### src/rtl/bkup_pkg.sv
package bkup_pkg;

  typedef enum logic [2:0] {
    ST_SHUT = 3'd0,
    ST_MAIN = 3'd1,
    ST_G2B  = 3'd2,
    ST_BKUP = 3'd3,
    ST_G2M  = 3'd4,
    ST_G2H  = 3'd5,
    ST_HOLD = 3'd6
  } mode_e;

  typedef struct packed {
    logic in_sw;
    logic bat_sw;
    logic fly;
  } drv_t;

  // synchronized input vector bit positions
  localparam int IX_SUP   = 5;
  localparam int IX_DCIN  = 4;
  localparam int IX_DCOUT = 3;
  localparam int IX_BLOW  = 2;
  localparam int IX_BMIN  = 1;
  localparam int IX_SHDN  = 0;
  localparam int N_IN     = 6;

  function automatic logic need_backup(logic sup_ok, logic dcin_uv, logic dcout_uv);
    return !sup_ok || dcin_uv || dcout_uv;
  endfunction

  function automatic logic supply_present(logic sup_ok, logic dcin_uv);
    return sup_ok && !dcin_uv;
  endfunction

  function automatic drv_t decode(mode_e m);
    drv_t d;
    d = '0;
    case (m)
      ST_MAIN: begin d.in_sw = 1'b1; d.fly = 1'b1; end
      ST_HOLD: d.in_sw  = 1'b1;
      ST_BKUP: d.bat_sw = 1'b1;
      default: d = '0;
    endcase
    return d;
  endfunction

endpackage

### src/rtl/bkup_sync.sv
module bkup_sync #(
  parameter int           W       = 1,
  parameter int           STAGES  = 2,
  parameter logic [W-1:0] RST_VAL = '0
) (
  input  logic         clk,
  input  logic         rst_n,
  input  logic [W-1:0] d_a,
  output logic [W-1:0] q
);
  logic [W-1:0] stg [STAGES];

  always_ff @(posedge clk or negedge rst_n) begin
    if (!rst_n) begin
      for (int i = 0; i < STAGES; i++) stg[i] <= RST_VAL;
    end else begin
      stg[0] <= d_a;
      for (int i = 1; i < STAGES; i++) stg[i] <= stg[i-1];
    end
  end

  assign q = stg[STAGES-1];
endmodule

### src/rtl/bkup_mode_fsm.sv
module bkup_mode_fsm
  import bkup_pkg::*;
(
  input  logic  clk,
  input  logic  rst_n,
  input  logic  sup_ok,
  input  logic  dcin_uv,
  input  logic  dcout_uv,
  input  logic  bat_low,
  input  logic  shdn,
  output mode_e mode,
  output drv_t  drv,
  output logic  cutoff_evt
);
  mode_e nxt;
  logic  need;
  logic  force_off;

  assign need       = need_backup(sup_ok, dcin_uv, dcout_uv);
  assign force_off  = shdn && dcin_uv;
  assign cutoff_evt = (mode == ST_BKUP) && bat_low;

  always_comb begin
    nxt = mode;
    if (force_off) begin
      nxt = ST_SHUT;
    end else begin
      case (mode)
        ST_SHUT: if (!dcin_uv) nxt = ST_MAIN;
        ST_MAIN: if (need) nxt = ST_G2B;
        ST_G2B:  nxt = ST_BKUP;
        ST_BKUP: begin
          if (bat_low)    nxt = dcin_uv ? ST_SHUT : ST_G2H;
          else if (!need) nxt = ST_G2M;
        end
        ST_G2M:  nxt = ST_MAIN;
        ST_G2H:  nxt = ST_HOLD;
        ST_HOLD: begin
          if (dcin_uv)    nxt = ST_SHUT;
          else if (!need) nxt = ST_MAIN;
        end
        default: nxt = ST_SHUT;
      endcase
    end
  end

  always_ff @(posedge clk or negedge rst_n) begin
    if (!rst_n) mode <= ST_SHUT;
    else        mode <= nxt;
  end

  assign drv = decode(mode);

  AST_SW_EXCL: assert property (@(posedge clk) disable iff (!rst_n)
    !(drv.in_sw && drv.bat_sw));
  AST_BAT_GAP: assert property (@(posedge clk) disable iff (!rst_n)
    $rose(drv.bat_sw) |-> !$past(drv.in_sw));
  AST_IN_GAP: assert property (@(posedge clk) disable iff (!rst_n)
    $rose(drv.in_sw) |-> !$past(drv.bat_sw));
  AST_CUTOFF_OPEN: assert property (@(posedge clk) disable iff (!rst_n)
    cutoff_evt |=> !drv.bat_sw);
  AST_FLY_IN_BKUP: assert property (@(posedge clk) disable iff (!rst_n)
    drv.bat_sw |-> !drv.fly);
  AST_SHUT_EXIT: assert property (@(posedge clk) disable iff (!rst_n)
    (mode == ST_SHUT && !dcin_uv) |=> (mode == ST_MAIN));
  AST_FORCE_OFF: assert property (@(posedge clk) disable iff (!rst_n)
    force_off |=> (drv == '0));
endmodule

### src/rtl/bkup_fault_latch.sv
module bkup_fault_latch (
  input  logic clk,
  input  logic rst_n,
  input  logic cutoff_evt,
  input  logic shdn,
  input  logic por_wr,
  input  logic fault_rst_wr,
  input  logic bat_min_ok,
  input  logic dcin_uv,
  input  logic gpio2_fault_sel,
  output logic fault_q,
  output logic fault_n
);
  logic clr_any;

  assign clr_any = shdn || por_wr || fault_rst_wr || !bat_min_ok;

  always_ff @(posedge clk or negedge rst_n) begin
    if (!rst_n)          fault_q <= 1'b0;
    else if (clr_any)    fault_q <= 1'b0;
    else if (cutoff_evt) fault_q <= 1'b1;
  end

  assign fault_n = !(gpio2_fault_sel && fault_q && !dcin_uv);

  AST_FAULT_CLR: assert property (@(posedge clk) disable iff (!rst_n)
    (shdn || por_wr || fault_rst_wr) |=> !fault_q);
  AST_FAULT_LOSE: assert property (@(posedge clk) disable iff (!rst_n)
    !bat_min_ok |=> !fault_q);
  AST_FAULT_SRC: assert property (@(posedge clk) disable iff (!rst_n)
    $rose(fault_q) |-> $past(cutoff_evt));
endmodule

### src/rtl/bkup_acp_delay.sv
module bkup_acp_delay #(
  parameter int DELAY = 8
) (
  input  logic clk,
  input  logic rst_n,
  input  logic present,
  output logic acp_n
);
  localparam int            CW   = (DELAY < 1) ? 1 : $clog2(DELAY + 1);
  localparam logic [CW-1:0] LOAD = CW'(DELAY);

  logic [CW-1:0] cnt;
  logic          cnt_zero;

  assign cnt_zero = (cnt == '0);

  always_ff @(posedge clk or negedge rst_n) begin
    if (!rst_n) begin
      cnt   <= LOAD;
      acp_n <= 1'b1;
    end else if (!present) begin
      cnt   <= LOAD;
      acp_n <= 1'b1;
    end else if (cnt_zero) begin
      acp_n <= 1'b0;
    end else begin
      cnt <= cnt - 1'b1;
    end
  end

  AST_ACP_RELEASE: assert property (@(posedge clk) disable iff (!rst_n)
    !present |=> acp_n);
  AST_ACP_FALL_SRC: assert property (@(posedge clk) disable iff (!rst_n)
    $fell(acp_n) |-> $past(present));
endmodule

### src/rtl/bkup_path_ctrl.sv
module bkup_path_ctrl
  import bkup_pkg::*;
#(
  parameter int ACP_DELAY   = 8,
  parameter int SYNC_STAGES = 2
) (
  input  logic clk,
  input  logic rst_n,
  input  logic sup_ok_a,
  input  logic dcin_uv_a,
  input  logic dcout_uv_a,
  input  logic bat_low_a,
  input  logic bat_min_ok_a,
  input  logic shdn_a,
  input  logic por_wr,
  input  logic fault_rst_wr,
  input  logic gpio2_fault_sel,
  output logic in_sw_enable,
  output logic bat_sw_enable,
  output logic flyback_enable,
  output logic bkup_fault,
  output logic bkfault_n,
  output logic acp_n
);
  localparam logic [N_IN-1:0] SYNC_RST = 6'b011010;

  logic [N_IN-1:0] raw_in;
  logic [N_IN-1:0] syn_in;
  mode_e           mode;
  drv_t            drv;
  logic            cutoff_evt;
  logic            present;

  assign raw_in = {sup_ok_a, dcin_uv_a, dcout_uv_a, bat_low_a, bat_min_ok_a, shdn_a};

  bkup_sync #(.W(N_IN), .STAGES(SYNC_STAGES), .RST_VAL(SYNC_RST)) u_sync (
    .clk   (clk),
    .rst_n (rst_n),
    .d_a   (raw_in),
    .q     (syn_in)
  );

  bkup_mode_fsm u_fsm (
    .clk        (clk),
    .rst_n      (rst_n),
    .sup_ok     (syn_in[IX_SUP]),
    .dcin_uv    (syn_in[IX_DCIN]),
    .dcout_uv   (syn_in[IX_DCOUT]),
    .bat_low    (syn_in[IX_BLOW]),
    .shdn       (syn_in[IX_SHDN]),
    .mode       (mode),
    .drv        (drv),
    .cutoff_evt (cutoff_evt)
  );

  bkup_fault_latch u_fault (
    .clk             (clk),
    .rst_n           (rst_n),
    .cutoff_evt      (cutoff_evt),
    .shdn            (syn_in[IX_SHDN]),
    .por_wr          (por_wr),
    .fault_rst_wr    (fault_rst_wr),
    .bat_min_ok      (syn_in[IX_BMIN]),
    .dcin_uv         (syn_in[IX_DCIN]),
    .gpio2_fault_sel (gpio2_fault_sel),
    .fault_q         (bkup_fault),
    .fault_n         (bkfault_n)
  );

  assign present = supply_present(syn_in[IX_SUP], syn_in[IX_DCIN]);

  bkup_acp_delay #(.DELAY(ACP_DELAY)) u_acp (
    .clk     (clk),
    .rst_n   (rst_n),
    .present (present),
    .acp_n   (acp_n)
  );

  assign in_sw_enable   = drv.in_sw;
  assign bat_sw_enable  = drv.bat_sw;
  assign flyback_enable = drv.fly;

  AST_BKUP_ENTRY: assert property (@(posedge clk) disable iff (!rst_n)
    (mode == ST_MAIN && need_backup(syn_in[IX_SUP], syn_in[IX_DCIN], syn_in[IX_DCOUT])
     && !syn_in[IX_SHDN]) |=> !in_sw_enable);
  AST_HOLD_NO_BAT: assert property (@(posedge clk) disable iff (!rst_n)
    (mode == ST_HOLD) |=> !bat_sw_enable);
endmodule

### config.mk
export PLATFORM = sky130hd
export DESIGN_NAME = bkup_path_ctrl
export DESIGN_NICKNAME = d
export VERILOG_FILES = /design/src/rtl/bkup_pkg.sv /design/src/rtl/bkup_sync.sv /design/src/rtl/bkup_mode_fsm.sv /design/src/rtl/bkup_fault_latch.sv /design/src/rtl/bkup_acp_delay.sv /design/src/rtl/bkup_path_ctrl.sv
export SDC_FILE = /design/constraint.sdc
export NUM_CORES = 1
export LEC_CHECK = 0
export CORE_MARGIN = 2
export CORE_UTILIZATION = 30
export DETAILED_ROUTE_END_ITERATION = 12
export PLACE_DENSITY = 0.55
export SLEW_MARGIN = 20
export SYNTH_ARGS = -nofsm -noshare
export SYNTH_HDL_FRONTEND = slang
export SYNTH_SLANG_ARGS = --single-unit
### constraint.sdc
create_clock -name clk -period 3.64 [get_ports clk]
set_input_delay 0.546 -clock clk [delete_from_list [all_inputs] [get_ports clk]]
set_output_delay 0.546 -clock clk [all_outputs]
set_load 0.005 [all_outputs]
; Word level (Yosys, flattened, before mapping)
; Index checks and enable logic that the tools add are counted.
[word_totals]
register_bits = 21
input_bits = 11
output_inout_bits = 6
wordCells = 56
[classes]
add_sub_neg = 1
n_eq_ne = 12
muxes = 18
reduce_logical = 19
[ops]
columns = operator, n
row1 = 2-to-1 mux 3 bit, 8
row2 = case mux 3 bit (7 select lines), 1
row3 = == test 3 bit (second input constant), 3
row4 = 2-to-1 mux 4 bit, 2
row5 = != test 4 bit (second input constant), 2
row6 = 2-to-1 mux 1 bit, 7
row7 = == test 3 x 2 -> 1 bit (second input constant), 2
row8 = logical AND 1 bit, 5
row9 = logical OR 1 bit, 5
row10 = logical NOT 1 bit, 4
row11 = logical NOT 4 bit, 1
row12 = != test 2 bit (second input constant), 2
row13 = AND reduction 4 bit, 1
row14 = subtractor 4 x 1 -> 4 bit (second input constant), 1
row15 = == test 3 x 1 -> 1 bit (second input constant), 1
row16 = logical NOT 3 bit, 1
row17 = != test 3 x 1 -> 1 bit (second input constant), 1
row18 = != test 3 x 2 -> 1 bit (second input constant), 1
row19 = nonzero test 2 bit, 1
row20 = OR reduction 2 bit, 1

; Longest topological paths before layout
[logic_depth]
depth_word = 7
ltp_mapped = 6
ltp_nobuf = 6

; Cells and area by module
; A second synthesis with hierarchy kept.
[unflattened]
hier_cells = 84
area_unflattened_um2 = 989.7
[modules_own_cells]
columns = module, instances, cells_each, area_per_inst_um2, seq_area_each_um2
row1 = bkup_sync, 1, 18, 352.8, 307.8
row2 = bkup_mode_fsm, 1, 37, 307.8, 75.1
row3 = bkup_acp_delay, 1, 24, 260.2, 127.6
row4 = bkup_fault_latch, 1, 4, 55.1, 25.0
row5 = bkup_path_ctrl, 1, 1, 13.8, 0.0

; Least setup slack after synthesis
; No wires, ideal clock.
[synth_path]
path_kind = register -> output
start = register u_fsm.mode[1]
end = output port in_sw_enable
arrival_time_ns = 0.913
t_required_ns = 3.094
slack_ns = 2.181
path_stages_with_launch = 6
path_buffers = 1
path_cell_list = dfrtp_1 > buf_2 > inv_1 > nand2_1 > nor2_1 > a21o_1
[synth_via]
elab_chain_cells = 3
elab_cells_between_ends = 4
cone_classes = eq/ne (2) / mux (1) / reduce/logical (1)
[synth_rtl]
columns = element, line_no
row1 = from (decl), bkup_mode_fsm.sv:11  ; output mode_e mode,
row2 = from (signal assigned), bkup_mode_fsm.sv:49  ; else mode <= nxt;
row3 = == test 3 x 1 -> 1 bit / == test 3 bit (equally long branches), bkup_pkg.sv:39  ; case (m)
row4 = OR reduction 2 bit (no line) *, n/a
row5 = 2-to-1 mux 1 bit *, bkup_pkg.sv:39
row6 = to (decl), bkup_path_ctrl.sv:18  ; output logic in_sw_enable,
; Every way passes the cells marked *; elsewhere a longest branch is shown, timed or not.

; Worst setup path in the final report
[layout_path]
start = register u_fsm.mode[0]
end = output port in_sw_enable
; Same word-level chain as after synthesis.

==> results.md <==
* Die area at ~0.0035 mm²
* Placed insts at 125
* Num CTS Buffers at 3
* Status: finished clean
* Fill cells at between 200 and 300
* GRT Total Usage at 0.0974
* I/O pin cnt at 17
* Clock skew at roughly 0.0066 ns
* Chip Width at about 60 µm
* Synth Cell Area at around 910 µm²
* Share of cells above drive strength 1 at 0.143
* Final ANT Viol Nets at 0
* Mapped Nets at 95
* Post-route minimum period at about 2.3 ns
* Via density at between 5 and 6
* Crit. Startpoint: u_fsm.mode[0]
* DRC viols at 0
* Primary FF master, synth: dfrtp_1
* CP Class: reg -> out
* Clock Latency Late Sink at 0.29 ns
* Dpl hpwl at 1.10 mm
* Die height at slightly below 60 µm
* Reg2reg path depth at 4
* R2r startpoint: u_sync.q[4]
* Final hold violations at 0
* Clock Sinks at 21
* Root buf cell: clkbuf_4
* Leading cell type in the layout, fill and taps excluded: clkdlybuf4s50_1
* Final total power at around 0.61 mW
* Reported max-cap violation count at 0
* Post-CTS Hold Fix Bufs at 0
* Routed wire per std cell at 10.9 µm
* CP Max Fanout at 12
* CTS tree: done
* Max-slew headroom at 0.445
* Setup Fix Bufs, Post-CTS at 0
* Worst Tran Pin Value at ~0.83 ns
* Htree depth at 1
* Cts repair resizes at 0
* First-pass GRT wire length at ~2.5 mm
* Final cell count without fillers at ~130
* Worst vdd ir at approximately 0.00023 V
* Synth warnings at 0
* Port-buffer cells at 16
* Initial Utilization at 0.324
* Max Buffers Root-to-Sink at 2
* Nets at roughly 110
* GPL Wtd Cong at around 0.76
* Post-route clock period utilization at 0.636
* Synthesized instance count at 82
* Post-synthesis sequential area ratio at 0.590
* R2R setup slack at about 2.1 ns
* Vias in the first global route at approximately 630
* TNS Setup at 0 ns
* WL final at between 1 and 1.5 mm
* EDFF count, synth at 0
* Worst Path Required at roughly 3.1 ns
* Setup violators final at 0
* Iter 0 DRT Violations at 11
* Max Fclk at 432 MHz
* Pleak at between 0.4 and 0.5 nW
* RSZ-0062 raised after global routing: no
* Pwr Density at 543 mW/mm²
* Syn_area_per_cell at 11.1 µm²
* Initial antenna violation count at 0
* Largest net degree at the start of global routing at 22
* CP endpoint kind: primary output
* Global route total overflow at 0
* WP data arrival at between 1.5 and 2 ns
* Site Rows at 19
* First-pass iteration count of the detailed router at 4
* Ant diodes at 0
* Synthesized flop and latch total at 21
* Netlist cell types at 34
* Clk pin slew, worst setup/hold paths at 0.11 ns
* Most frequent cells in the layout: clkdlybuf4s50_1, dfrtp_1, nor2_1, dfstp_2, inv_1
* Final Max Tran Viols at 0
* Area delta synth->final at 22.9%
* Worst setup endpoint: in_sw_enable
* Placeable Area at about 0.0028 mm²
* Via count at around 660
* Min-Delay Path Class: reg -> reg
* Startpoint Class: register
* R2R Path End: u_fsm.mode[1]
* Post-synth ARST share at 1.00
## cells in the mapped netlist, drive strengths merged, types with 2 or more instances
cell    instances  area, µm²
nor2            8       30.0
nand2b          2       12.5
or3             3       18.8
o211ai          2       15.0
nor3b           2       15.0
a21oi           3       15.0
dfstp           8        210
a211oi          2       15.0
nand2           2       7.51
nor3            2       10.0
ha              2       25.0
dfrtp          13        325
o21ai           4       20.0
inv             6       22.5
buf             3       17.5
nor2b           2       12.5
a21o            2       15.0
## cell families after synthesis
kind of cell / after synthesis / share of synthesized area
AND/OR/NAND/NOR: 28 / 0.172
multiplexers: 1 / 0.0124
flip-flops: 21 / 0.590
buffers and inverters: 10 / 0.0482
adder cells (fa/ha/maj): 2 / 0.0275
AO/OA/AOI/OAI: 19 / 0.140
XOR/XNOR: 1 / 0.00964
## final cells by class
| type | count | area, µm² | share of cell area |
|---|---|---|---|
| repair buffers | 16 | 160 | 0.143 |
| inverters | 6 | 22.5 | 0.0202 |
| flip-flops and latches | 21 | 536 | 0.480 |
| clock buffers | 3 | 22.5 | 0.0202 |
| clock inverters | 1 | 7.51 | 0.00673 |
| well taps | 31 | 38.8 | 0.0348 |
| multi-input cells | 51 | 329 | 0.295 |
## per-layer routing
metal  GRT usage  part of all wire  vias up
met5           0                 0        -
met4      0.0584            0.0078        0
met3      0.0262             0.038        2
met2       0.159              0.50       14
met1       0.114              0.46      322
li1            -                 -      318
## metrics by stage
step           utilization  hold slack (ns)  cell area (µm²)  worst slack, ns
2_1_floorplan            -            0.250              908             2.18
5_1_grt              0.398            0.368             1120             1.19
3_3_place_gp         0.387            0.333             1090             1.57
6_report             0.398            0.360             1120             1.32
3_5_place_dp         0.387            0.340             1090             1.55
4_1_cts              0.398            0.365             1120             1.31
## how the worst min path moves through the flow
stage                     cells past startpoint  slack, ns     startpoint      endpoint
after floorplan                               0       0.25          rst_n  u_acp.cnt[0]
after global placement                        0       0.33  u_sync.stg[6]   u_sync.q[0]
after detailed placement                      0       0.34  u_sync.stg[6]   u_sync.q[0]
after CTS                                     0       0.37  u_sync.stg[7]   u_sync.q[1]
after global routing                          0       0.37  u_sync.stg[9]   u_sync.q[3]
final                                         0       0.36  u_sync.stg[6]   u_sync.q[0]
## critical path, stage by stage, from the launching register on
cell and delay, ns:
dfrtp_1 0.56, nand2_1 0.17, nor2_1 0.16, a21o_1 0.10
clkdlybuf4s50_1 0.49
## state kept, by name (all words and copies together), names as in the netlist
signal	count
u_acp.acp_n	1
u_acp.cnt	4
u_fault.fault_q	1
u_fsm.mode	3
u_sync.q	6
u_sync.stg	6
## report_power, final
part	internal, mW	switching [mW]	total (mW)
Sequential	0.263	0.0491	0.313
Combinational	0.106	0.0805	0.186
Clock	0.0418	0.0651	0.107
Total	0.411	0.195	0.606
Note: power is estimated with default switching activity, not from simulation.
